**config.mk**
```make
export PLATFORM = sky130hd
export DESIGN_NAME = fcvt_to_int
export DESIGN_NICKNAME = d
export VERILOG_FILES = /design/src/rtl/fcvt_pkg.sv /design/src/rtl/fcvt_unpack.sv /design/src/rtl/fcvt_round.sv /design/src/rtl/fcvt_policy.sv /design/src/rtl/fcvt_to_int.sv
export SDC_FILE = /design/constraint.sdc
export NUM_CORES = 1
export LEC_CHECK = 0
export BUFFER_PORTS_ARGS = -buffer_cell sky130_fd_sc_hd__buf_2
export CORE_ASPECT_RATIO = 0.9
export CORE_MARGIN = 1
export CORE_UTILIZATION = 62
export CTS_CLUSTER_SIZE = 20
export DETAILED_ROUTE_END_ITERATION = 12
export PLACE_DENSITY = 0.83
export REMOVE_ABC_BUFFERS = 1
export SYNTH_ARGS = -nofsm -noshare
export SYNTH_HDL_FRONTEND = slang
export SYNTH_HIERARCHICAL = 1
export SYNTH_SLANG_ARGS = --single-unit
```
**constraint.sdc**
```tcl
create_clock -name clk -period 0.8 [get_ports clk]
set_input_delay 0.04 -clock clk [delete_from_list [all_inputs] [get_ports clk]]
set_output_delay 0.04 -clock clk [all_outputs]
set_load 0.03 [all_outputs]
```
**src/rtl/fcvt_pkg.sv**
```systemverilog
`timescale 1ns/1ps
package fcvt_pkg;

   typedef enum logic [1:0] {
      TGT_S32 = 2'd0,
      TGT_U32 = 2'd1,
      TGT_S64 = 2'd2,
      TGT_U64 = 2'd3
   } tgt_e;

   typedef enum logic [1:0] {
      RM_NEAR  = 2'd0,
      RM_TRUNC = 2'd1,
      RM_CEIL  = 2'd2,
      RM_FLOOR = 2'd3
   } rm_e;

   typedef enum logic [1:0] {
      POL_NATIVE = 2'd0,
      POL_SAT    = 2'd1,
      POL_WRAP   = 2'd2,
      POL_BAD    = 2'd3
   } pol_e;

   typedef struct packed {
      logic sign;
      logic nan;
      logic snan;
      logic inf;
   } fcls_t;

   // mode pairs share one policy; bits [2:1] select it
   function automatic pol_e mode_policy(input logic [2:0] mode);
      pol_e p;
      case (mode[2:1])
         2'd0:    p = POL_NATIVE;
         2'd1:    p = POL_SAT;
         2'd2:    p = POL_WRAP;
         default: p = POL_BAD;
      endcase
      return p;
   endfunction

endpackage

```
**src/rtl/fcvt_unpack.sv**
```systemverilog
`timescale 1ns/1ps
module fcvt_unpack
   import fcvt_pkg::*;
#(
   parameter int EXP_W  = 8,
   parameter int FRAC_W = 23,
   localparam int SIG_W = FRAC_W + 1,
   localparam int SH_W  = EXP_W + 1
) (
   input  logic [EXP_W+FRAC_W:0] src,
   output fcls_t                 cls,
   output logic [SIG_W-1:0]      sig,
   output logic                  lsh_en,
   output logic [SH_W-1:0]       lsh,
   output logic [SH_W-1:0]       rsh
);
   localparam int BIAS = (1 << (EXP_W - 1)) - 1;
   // biased exponent at which the significand lsb has weight one
   localparam int PT   = BIAS + FRAC_W;

   if (EXP_W < 3)  begin : g_bad_exp  $error("fcvt_unpack: EXP_W too small");  end
   if (FRAC_W < 2) begin : g_bad_frac $error("fcvt_unpack: FRAC_W too small"); end

   logic [EXP_W-1:0]  exp_f;
   logic [FRAC_W-1:0] frac;
   logic              exp_ones, exp_zero;
   logic [SH_W-1:0]   exp_eff;

   assign exp_f    = src[EXP_W+FRAC_W-1:FRAC_W];
   assign frac     = src[FRAC_W-1:0];
   assign exp_ones = &exp_f;
   assign exp_zero = ~|exp_f;

   always_comb begin
      cls.sign = src[EXP_W+FRAC_W];
      cls.nan  = exp_ones & (|frac);
      cls.snan = exp_ones & (|frac) & ~frac[FRAC_W-1];
      cls.inf  = exp_ones & ~(|frac);
   end

   // subnormals use the minimum normal exponent with no hidden bit
   assign sig     = {~exp_zero, frac};
   assign exp_eff = exp_zero ? SH_W'(1) : {1'b0, exp_f};
   assign lsh_en  = (exp_eff >= SH_W'(PT));
   assign lsh     = lsh_en ? (exp_eff - SH_W'(PT)) : '0;
   assign rsh     = lsh_en ? '0 : (SH_W'(PT) - exp_eff);

endmodule

```
**src/rtl/fcvt_round.sv**
```systemverilog
`timescale 1ns/1ps
module fcvt_round
   import fcvt_pkg::*;
#(
   parameter int SIG_W = 24,
   parameter int MAG_W = 128,
   parameter int SH_W  = 9
) (
   input  logic [SIG_W-1:0] sig,
   input  logic             sign,
   input  logic             lsh_en,
   input  logic [SH_W-1:0]  lsh,
   input  logic [SH_W-1:0]  rsh,
   input  rm_e              rm,
   input  logic             force_trunc,
   output logic [MAG_W-1:0] mag,
   output logic             inexact,
   output logic             up
);
   localparam int FIX_W = 2 * SIG_W;

   if (MAG_W < SIG_W + 1) begin : g_bad_mag $error("fcvt_round: MAG_W below SIG_W+1"); end

   logic [FIX_W-1:0] fix;
   logic [SIG_W-1:0] ipart;
   logic             guard, sticky;
   rm_e              eff_rm;

   // split the significand into integer part, guard and sticky bits
   always_comb begin
      fix    = '0;
      ipart  = '0;
      guard  = 1'b0;
      sticky = 1'b0;
      if (!lsh_en) begin
         if (rsh > SH_W'(SIG_W)) begin
            sticky = |sig;
         end else begin
            fix    = {sig, {SIG_W{1'b0}}} >> rsh;
            ipart  = fix[FIX_W-1:SIG_W];
            guard  = fix[SIG_W-1];
            sticky = |fix[SIG_W-2:0];
         end
      end
   end

   assign eff_rm = force_trunc ? RM_TRUNC : rm;

   always_comb begin
      case (eff_rm)
         RM_NEAR:  up = guard & (sticky | ipart[0]);
         RM_CEIL:  up = ~sign & (guard | sticky);
         RM_FLOOR: up = sign & (guard | sticky);
         default:  up = 1'b0;
      endcase
   end

   assign inexact = guard | sticky;
   assign mag     = lsh_en ? (MAG_W'(sig) << lsh)
                           : (MAG_W'(ipart) + MAG_W'(up));

endmodule

```
**src/rtl/fcvt_policy.sv**
```systemverilog
`timescale 1ns/1ps
module fcvt_policy
   import fcvt_pkg::*;
#(
   parameter int MAG_W = 128,
   parameter int RES_W = 64
) (
   input  logic             valid,
   input  fcls_t            cls,
   input  logic [MAG_W-1:0] mag,
   input  logic             inexact_in,
   input  logic             up_in,
   input  tgt_e             tgt,
   input  logic [2:0]       mode,
   input  logic             inv_en,
   output logic             we,
   output logic [RES_W-1:0] data,
   output logic             f_inv,
   output logic             f_snan,
   output logic             f_inex,
   output logic             f_up,
   output logic             f_ovf,
   output logic             f_ill
);
   localparam int NAR_W = RES_W / 2;

   if (RES_W % 2 != 0)     begin : g_bad_res  $error("fcvt_policy: RES_W must be even"); end
   if (NAR_W < 2)          begin : g_bad_nar  $error("fcvt_policy: RES_W too small");   end
   if (MAG_W < RES_W + 1)  begin : g_bad_magw $error("fcvt_policy: MAG_W below RES_W+1"); end

   pol_e             pol;
   logic             wide, uns, legal, finite;
   int               k_top;
   logic [MAG_W-1:0] hi_part, lo_mask;
   logic             over, under, inv;
   logic [RES_W-1:0] min_v, max_v, twos, raw, ext;

   assign pol    = mode_policy(mode);
   assign legal  = (pol != POL_BAD);
   assign wide   = tgt[1];
   assign uns    = tgt[0];
   assign finite = ~cls.nan & ~cls.inf;

   // bit position whose weight first exceeds the positive range
   assign k_top   = (wide ? RES_W : NAR_W) - (uns ? 0 : 1);
   assign hi_part = mag >> k_top;
   assign lo_mask = (MAG_W'(1) << k_top) - MAG_W'(1);

   always_comb begin
      over  = ~cls.sign & (cls.inf | (finite & (|hi_part)));
      if (uns)
         under = cls.sign & (cls.inf | (finite & (|mag)));
      else
         under = cls.sign & (cls.inf | (finite &
                 ((hi_part > MAG_W'(1)) |
                  ((hi_part == MAG_W'(1)) & (|(mag & lo_mask))))));
   end

   assign inv = cls.nan | over | under;

   // range ends of the chosen format, already at full width
   always_comb begin
      if (uns)
         min_v = '0;
      else if (wide)
         min_v = {1'b1, {(RES_W-1){1'b0}}};
      else
         min_v = {{(NAR_W+1){1'b1}}, {(NAR_W-1){1'b0}}};
      if (uns && wide)
         max_v = '1;
      else if (uns)
         max_v = {{NAR_W{1'b0}}, {NAR_W{1'b1}}};
      else if (wide)
         max_v = {1'b0, {(RES_W-1){1'b1}}};
      else
         max_v = {{(NAR_W+1){1'b0}}, {(NAR_W-1){1'b1}}};
   end

   // low bits of the wide two's-complement value
   assign twos = cls.sign ? (~mag[RES_W-1:0] + RES_W'(1)) : mag[RES_W-1:0];

   always_comb begin
      raw = twos;
      case (pol)
         POL_NATIVE, POL_SAT: begin
            if (cls.nan)    raw = (pol == POL_NATIVE) ? min_v : '0;
            else if (over)  raw = max_v;
            else if (under) raw = min_v;
         end
         POL_WRAP: begin
            if (!finite) raw = '0;
         end
         default: raw = '0;
      endcase
   end

   always_comb begin
      if (wide)     ext = raw;
      else if (uns) ext = {{NAR_W{1'b0}}, raw[NAR_W-1:0]};
      else          ext = {{NAR_W{raw[NAR_W-1]}}, raw[NAR_W-1:0]};
   end

   logic act, supp;
   assign act    = valid & legal;
   assign supp   = inv_en & (inv | cls.snan);
   assign we     = act & ~supp;
   assign data   = we ? ext : '0;
   assign f_inv  = act & inv;
   assign f_ovf  = act & inv;
   assign f_snan = act & cls.snan;
   assign f_inex = act & ~inv & inexact_in;
   assign f_up   = act & ~inv & up_in;
   assign f_ill  = valid & ~legal;

endmodule

```
**src/rtl/fcvt_to_int.sv**
```systemverilog
`timescale 1ns/1ps
module fcvt_to_int
   import fcvt_pkg::*;
#(
   parameter int EXP_W   = 8,
   parameter int FRAC_W  = 23,
   parameter int RES_W   = 64,
   parameter int LATENCY = 1
) (
   input  logic                    clk,
   input  logic                    rst_n,
   input  logic                    op_valid,
   input  logic [EXP_W+FRAC_W:0]   op_src,
   input  logic [1:0]              op_tgt,
   input  logic [2:0]              op_mode,
   input  logic [1:0]              op_rnd,
   input  logic                    inv_en,
   output logic                    res_we,
   output logic [RES_W-1:0]        res_data,
   output logic                    flg_invalid,
   output logic                    flg_snan,
   output logic                    flg_inexact,
   output logic                    flg_rounded_up,
   output logic                    flg_overflow,
   output logic                    flg_illegal
);
   localparam int SIG_W = FRAC_W + 1;
   localparam int SH_W  = EXP_W + 1;
   localparam int MAG_W = 1 << (EXP_W - 1);
   localparam int NAR_W = RES_W / 2;

   if (LATENCY != 0 && LATENCY != 1) begin : g_bad_lat
      $error("fcvt_to_int: LATENCY must be 0 or 1");
   end

   typedef struct packed {
      logic             we;
      logic [RES_W-1:0] data;
      logic             inv;
      logic             snan;
      logic             inex;
      logic             up;
      logic             ovf;
      logic             ill;
      tgt_e             tgt;
   } out_t;

   fcls_t            cls;
   logic [SIG_W-1:0] sig;
   logic             lsh_en;
   logic [SH_W-1:0]  lsh, rsh;
   logic [MAG_W-1:0] mag;
   logic             r_inex, r_up;
   out_t             nxt, cur;

   fcvt_unpack #(.EXP_W(EXP_W), .FRAC_W(FRAC_W)) u_unpack (
      .src    (op_src),
      .cls    (cls),
      .sig    (sig),
      .lsh_en (lsh_en),
      .lsh    (lsh),
      .rsh    (rsh)
   );

   fcvt_round #(.SIG_W(SIG_W), .MAG_W(MAG_W), .SH_W(SH_W)) u_round (
      .sig         (sig),
      .sign        (cls.sign),
      .lsh_en      (lsh_en),
      .lsh         (lsh),
      .rsh         (rsh),
      .rm          (rm_e'(op_rnd)),
      .force_trunc (op_mode[2]),
      .mag         (mag),
      .inexact     (r_inex),
      .up          (r_up)
   );

   fcvt_policy #(.MAG_W(MAG_W), .RES_W(RES_W)) u_policy (
      .valid      (op_valid),
      .cls        (cls),
      .mag        (mag),
      .inexact_in (r_inex),
      .up_in      (r_up),
      .tgt        (tgt_e'(op_tgt)),
      .mode       (op_mode),
      .inv_en     (inv_en),
      .we         (nxt.we),
      .data       (nxt.data),
      .f_inv      (nxt.inv),
      .f_snan     (nxt.snan),
      .f_inex     (nxt.inex),
      .f_up       (nxt.up),
      .f_ovf      (nxt.ovf),
      .f_ill      (nxt.ill)
   );

   assign nxt.tgt = tgt_e'(op_tgt);

   if (LATENCY == 0) begin : g_comb
      assign cur = nxt;
   end else begin : g_reg
      always_ff @(posedge clk or negedge rst_n) begin
         if (!rst_n) cur <= '0;
         else        cur <= nxt;
      end


      idle_nowr_chk: assert property (@(posedge clk) disable iff (!rst_n)
         !$past(op_valid) |-> (!res_we && !flg_illegal && !flg_invalid));
   end

   assign res_we         = cur.we;
   assign res_data       = cur.data;
   assign flg_invalid    = cur.inv;
   assign flg_snan       = cur.snan;
   assign flg_inexact    = cur.inex;
   assign flg_rounded_up = cur.up;
   assign flg_overflow   = cur.ovf;
   assign flg_illegal    = cur.ill;


   ill_nowr_chk: assert property (@(posedge clk) disable iff (!rst_n)
      flg_illegal |-> (!res_we && !flg_invalid && !flg_inexact));


   inv_clean_chk: assert property (@(posedge clk) disable iff (!rst_n)
      flg_invalid |-> (!flg_inexact && !flg_rounded_up));


   up_inex_chk: assert property (@(posedge clk) disable iff (!rst_n)
      flg_rounded_up |-> flg_inexact);


   snan_inv_chk: assert property (@(posedge clk) disable iff (!rst_n)
      flg_snan |-> flg_invalid);


   sext_chk: assert property (@(posedge clk) disable iff (!rst_n)
      (res_we && cur.tgt == TGT_S32) |->
         (res_data[RES_W-1:NAR_W] == {NAR_W{res_data[NAR_W-1]}}));


   nowr_zero_chk: assert property (@(posedge clk) disable iff (!rst_n)
      !res_we |-> (res_data == '0));

endmodule

```
==> results of run 1 <==
per-stage QoR:
step	area, um^2	utilization	setup WS [ns]
floorplan	11140	-	-9.338
global placement	16660	0.8935	-6.273
detailed placement	16660	0.8935	-7.053
cells by family after synthesis:
| group | Yosys count |
|---|---|
| and+or+nand+nor | 682 |
| AOI/OAI and AO/OA | 441 |
| buffers and inverters | 189 |
| muxes | 114 |
| xor gates and xnor gates | 81 |
| DFF | 71 |
| adders and majority gates | 12 |
| other | 1 |
==> impl_metrics.tcl, run 1 <==
set metrics [dict create \
    async_flop_share 1.000 \
    synthSimpleGateAreaFrac 0.2967 \
    yosysTopAreaCell "dfrtp_1" \
    cts-root-buf "clkbuf_16" \
    synth_top_area_share 0.1484 \
    cts_hold_buf 1 \
    cts.sinks 71 \
    syn-cell-area_um2 11970 \
    ys_ff_latch 71 \
    synthDistinctLibCells 111 \
    start_util 0.6422 \
    synth_compound_area_frac 0.2654 \
    dpl.cell_count 2387 \
    row_count 47 \
    cts_buffers 9 \
    ys_warn_count 6 \
    synth_adder_area_share 0.01254 \
    cts.repair.resized 324 \
    gp_congestion 1.357 \
    die_x_um 148.5 \
    post_cts_buffers 65 \
    syn_inst 1591 \
    portBuffers 112 \
    yosys.area_share.xor_xnor 0.05926 \
    synth_flop_cell "dfrtp_1" \
    status "stopped before the end" \
    place_hpwl_um 48770 \
    cts_buffer_depth 2 \
    synth_top_family_by_area "simple AND/OR/NAND/NOR gates" \
    yosysMostFrequentCell "nor2_1" \
    synth_area_per_cell_um2 7.525 \
    synth_area_leaders "dfrtp_1, mux4_2, nor2_1" \
    cts-htree-levels 3 \
    synthMuxAreaShare 0.1360 \
    synth_common_cells "nor2_1, nand2_1, a21oi_1" \
    die_y_um 133.8 \
    seq_area_frac_synth 0.1484 \
    synth-edff-count 0 \
    stop_error "[ERROR DPL-0038] Utilization greater than 100%, impossible to legalize" \
    stop_stage "clock tree synthesis (4_1_cts)" \
    pin_count 114 \
]
==> inputs of run 2 (changes only) <==
Settings changed: CORE_ASPECT_RATIO 0.9 to default, CORE_UTILIZATION 62 to 40, CTS_CLUSTER_SIZE 20 to default, PLACE_DENSITY 0.83 to default, PLACE_DENSITY_LB_ADDON from default to 0.15.
==> impl_metrics.tcl, run 2 <==
set metrics [dict create \
    status "complete, but fails checks" \
    violations "setup timing" \
    ys_warn_count 6 \
    synthDistinctLibCells 111 \
    multi_input_area_um2 10320 \
    crit_fanout 6 \
    gp_congestion 1.039 \
    overflow 0 \
    syn_inst 1591 \
    syn_to_final_growth_pct 68.34 \
    finalCritPeriodShare 8.372 \
    netSwitchingFraction 0.4245 \
    design_area_um2 20150 \
    grt_pass1_wl_um 88290 \
    dpl.cell_count 2604 \
    first_pass_iters 5 \
    yosysMostFrequentCell "nor2_1" \
    hold_viol 0 \
    core-area_um2 29090 \
    drc 0 \
    vias 16073 \
    synth-edff-count 0 \
    drive_gt1_frac 0.5110 \
    grt.total_usage 0.3673 \
    totalWireLength_um 59290 \
    ys_ff_latch 71 \
    synth_area_leaders "dfrtp_1, mux4_2, nor2_1" \
    fmax_mhz 149.3 \
    p_int_w 0.01397 \
    synth_area_per_cell_um2 7.525 \
    grt_max_degree 72 \
    cts_buffers 9 \
    via_per_inst 5.949 \
    vdd_drop_max_v 0.0009707 \
    p_leak_nw 9.209 \
    tightest_slew_ns 0.9446 \
    place_hpwl_um 44500 \
    cts_buffer_depth 2 \
    hold_class "primary input to flip-flop" \
    seq_area_frac_synth 0.1484 \
    final_common_cell "buf_4" \
    placed_area_um2 17420 \
    drt_iter0_markers 1190 \
    row_count 62 \
    fin_ws_ns -5.897 \
    drv_cap 0 \
    cp.arrival_ns 6.93 \
    fillers 2300 \
    rsz0062_at_grt "yes" \
    required_ns 1.03 \
    regArea_um2 1777 \
    pwr-share-comb 0.665 \
    critical_path_class "primary input to flip-flop" \
    grt_pass1_vias 15782 \
    netSwitchingPower_w 0.01031 \
    pin_count 114 \
    clockPowerShare 0.172 \
    cts.sinks 71 \
    yosysTopAreaCell "dfrtp_1" \
    layout_common_cells "buf_4, nor2_1, nand2_1, buf_6, dfrtp_1" \
    critical-path-max-stage-delay_ns 0.53 \
    async_flop_share 1.000 \
    drtAntennaViolNets 0 \
    antenna_found_initial 1 \
    maxSlewViolCount 0 \
    cp_slowest_cell "mux4_2" \
    preCtsSetupSlack_ns -6.493 \
    nets 2367 \
    clkTransAtPathRegs_ns 0.06 \
    syn-cell-area_um2 11970 \
    worstSetupStartpointType "primary input" \
    die_y_um 175 \
    cts-htree-levels 3 \
    crit_path_end_kind "flip-flop" \
    wire_per_inst_um 21.94 \
    cts_tree "built" \
    setup_violations 141 \
    pwr-share-seq 0.163 \
    finalCriticalPeriod_ns 6.697 \
    dieArea_um2 30630 \
    setup_tns_ns -404.45 \
    synth_flop_cell "dfrtp_1" \
    synth_top_area_share 0.1484 \
    portBuffers 112 \
    synth_common_cells "nor2_1, nand2_1, a21oi_1" \
    cts-root-buf "clkbuf_16" \
    largest_reg_flops 64 \
    die_x_um 175 \
    slew_headroom 0.3636 \
    p_per_area_nw_per_um2 1205 \
    start_util 0.4115 \
    instances_no_fill 2702 \
]
## run 2: cell counts after synthesis
No cell type changed its count.
## run 2: area by class of cell
cell class	instances	area share
Multi-Input combinational cell	1334	0.5121
Timing Repair Buffer	860	0.3537
Sequential cell	71	0.08816
Tap cell	384	0.02384
Clock buffer	10	0.01186
Inverter	36	0.006829
Clock inverter	6	0.003353
Antenna cell	1	0.0001242
## run 2: worst paths after layout
check / startpoint / end / slack [ns] / depth (start not counted)
setup / recovery: op_src[25] / res_data[61]$_DFF_PN0_ / -5.90 / 37
max in group asynchronous: rst_n / res_data[40]$_DFF_PN0_ / 0.25 / 3
min in group asynchronous: rst_n / res_data[5]$_DFF_PN0_ / 0.26 / 3
hold / removal: op_mode[1] / flg_illegal$_DFF_PN0_ / 0.11 / 3
## run 2: logic make-up (layout without fill, tap and decap cells)
logic type,Yosys count,count (layout),synth area share
simple gates,682,683,0.2967
compound gates,441,441,0.2654
buf+inv,189,912,0.08142
mux,114,114,0.1360
xor+xnor,81,81,0.05926
flops,71,71,0.1484
fa+ha+maj,12,12,0.01254
other cells,1,4,0.0003132
## run 2: worst max-delay path: cells and delay by family
family / cells / cell delay [ns]
and+or+nand+nor: 10 / 1.74
xor gates and xnor gates: 2 / 0.43
AOI/OAI and AO/OA: 13 / 2.55
muxes: 2 / 0.74
adders and majority gates: 1 / 0.19
buffers and inverters: 9 / 1.22
## run 2: power by group through the flow
stage / registers (W) / logic (W) / clock network [W]
global placement: 0.00394 / 0.0131 / 0
detailed placement: 0.00395 / 0.0132 / 0
finish: 0.00397 / 0.0161 / 0.00418
CTS: 0.00395 / 0.0148 / 0.00408
global route: 0.00398 / 0.0169 / 0.00433
floorplan: 0.00446 / 0.00587 / 0
## run 2: metrics by stage
| step | util | total power (W) | hold WS (ns) |
|---|---|---|---|
| 2_1_floorplan | - | 0.01033 | -0.2556 |
| 3_3_place_gp | 0.5987 | 0.01702 | 0.08116 |
| 3_5_place_dp | 0.5987 | 0.01711 | 0.08157 |
| 4_1_cts | 0.6709 | 0.02287 | 0.08374 |
| 5_1_grt | 0.6928 | 0.02524 | 0.1157 |
| 6_report | 0.6928 | 0.02427 | 0.1060 |
## run 2: routing by layer
layer  share of wire  GRT usage
met1            0.39     0.4345
met2            0.48     0.6308
met3           0.057    0.04178
met4           0.075     0.2344
met5               0          0
## run 2: timing repair
| action | CTS | global route |
|---|---|---|
| hold buffers | 2 | 0 |
| endpoints found under the hold margin | 73 | 0 |
| gates cloned | 6 | 4 |
| endpoints found under the setup margin | 141 | 141 |
| buffers inserted | 49 | 26 |
| pin swaps | 44 | 47 |
| gates resized for setup | 333 | 92 |
Note: power is estimated with default switching activity, not from simulation.
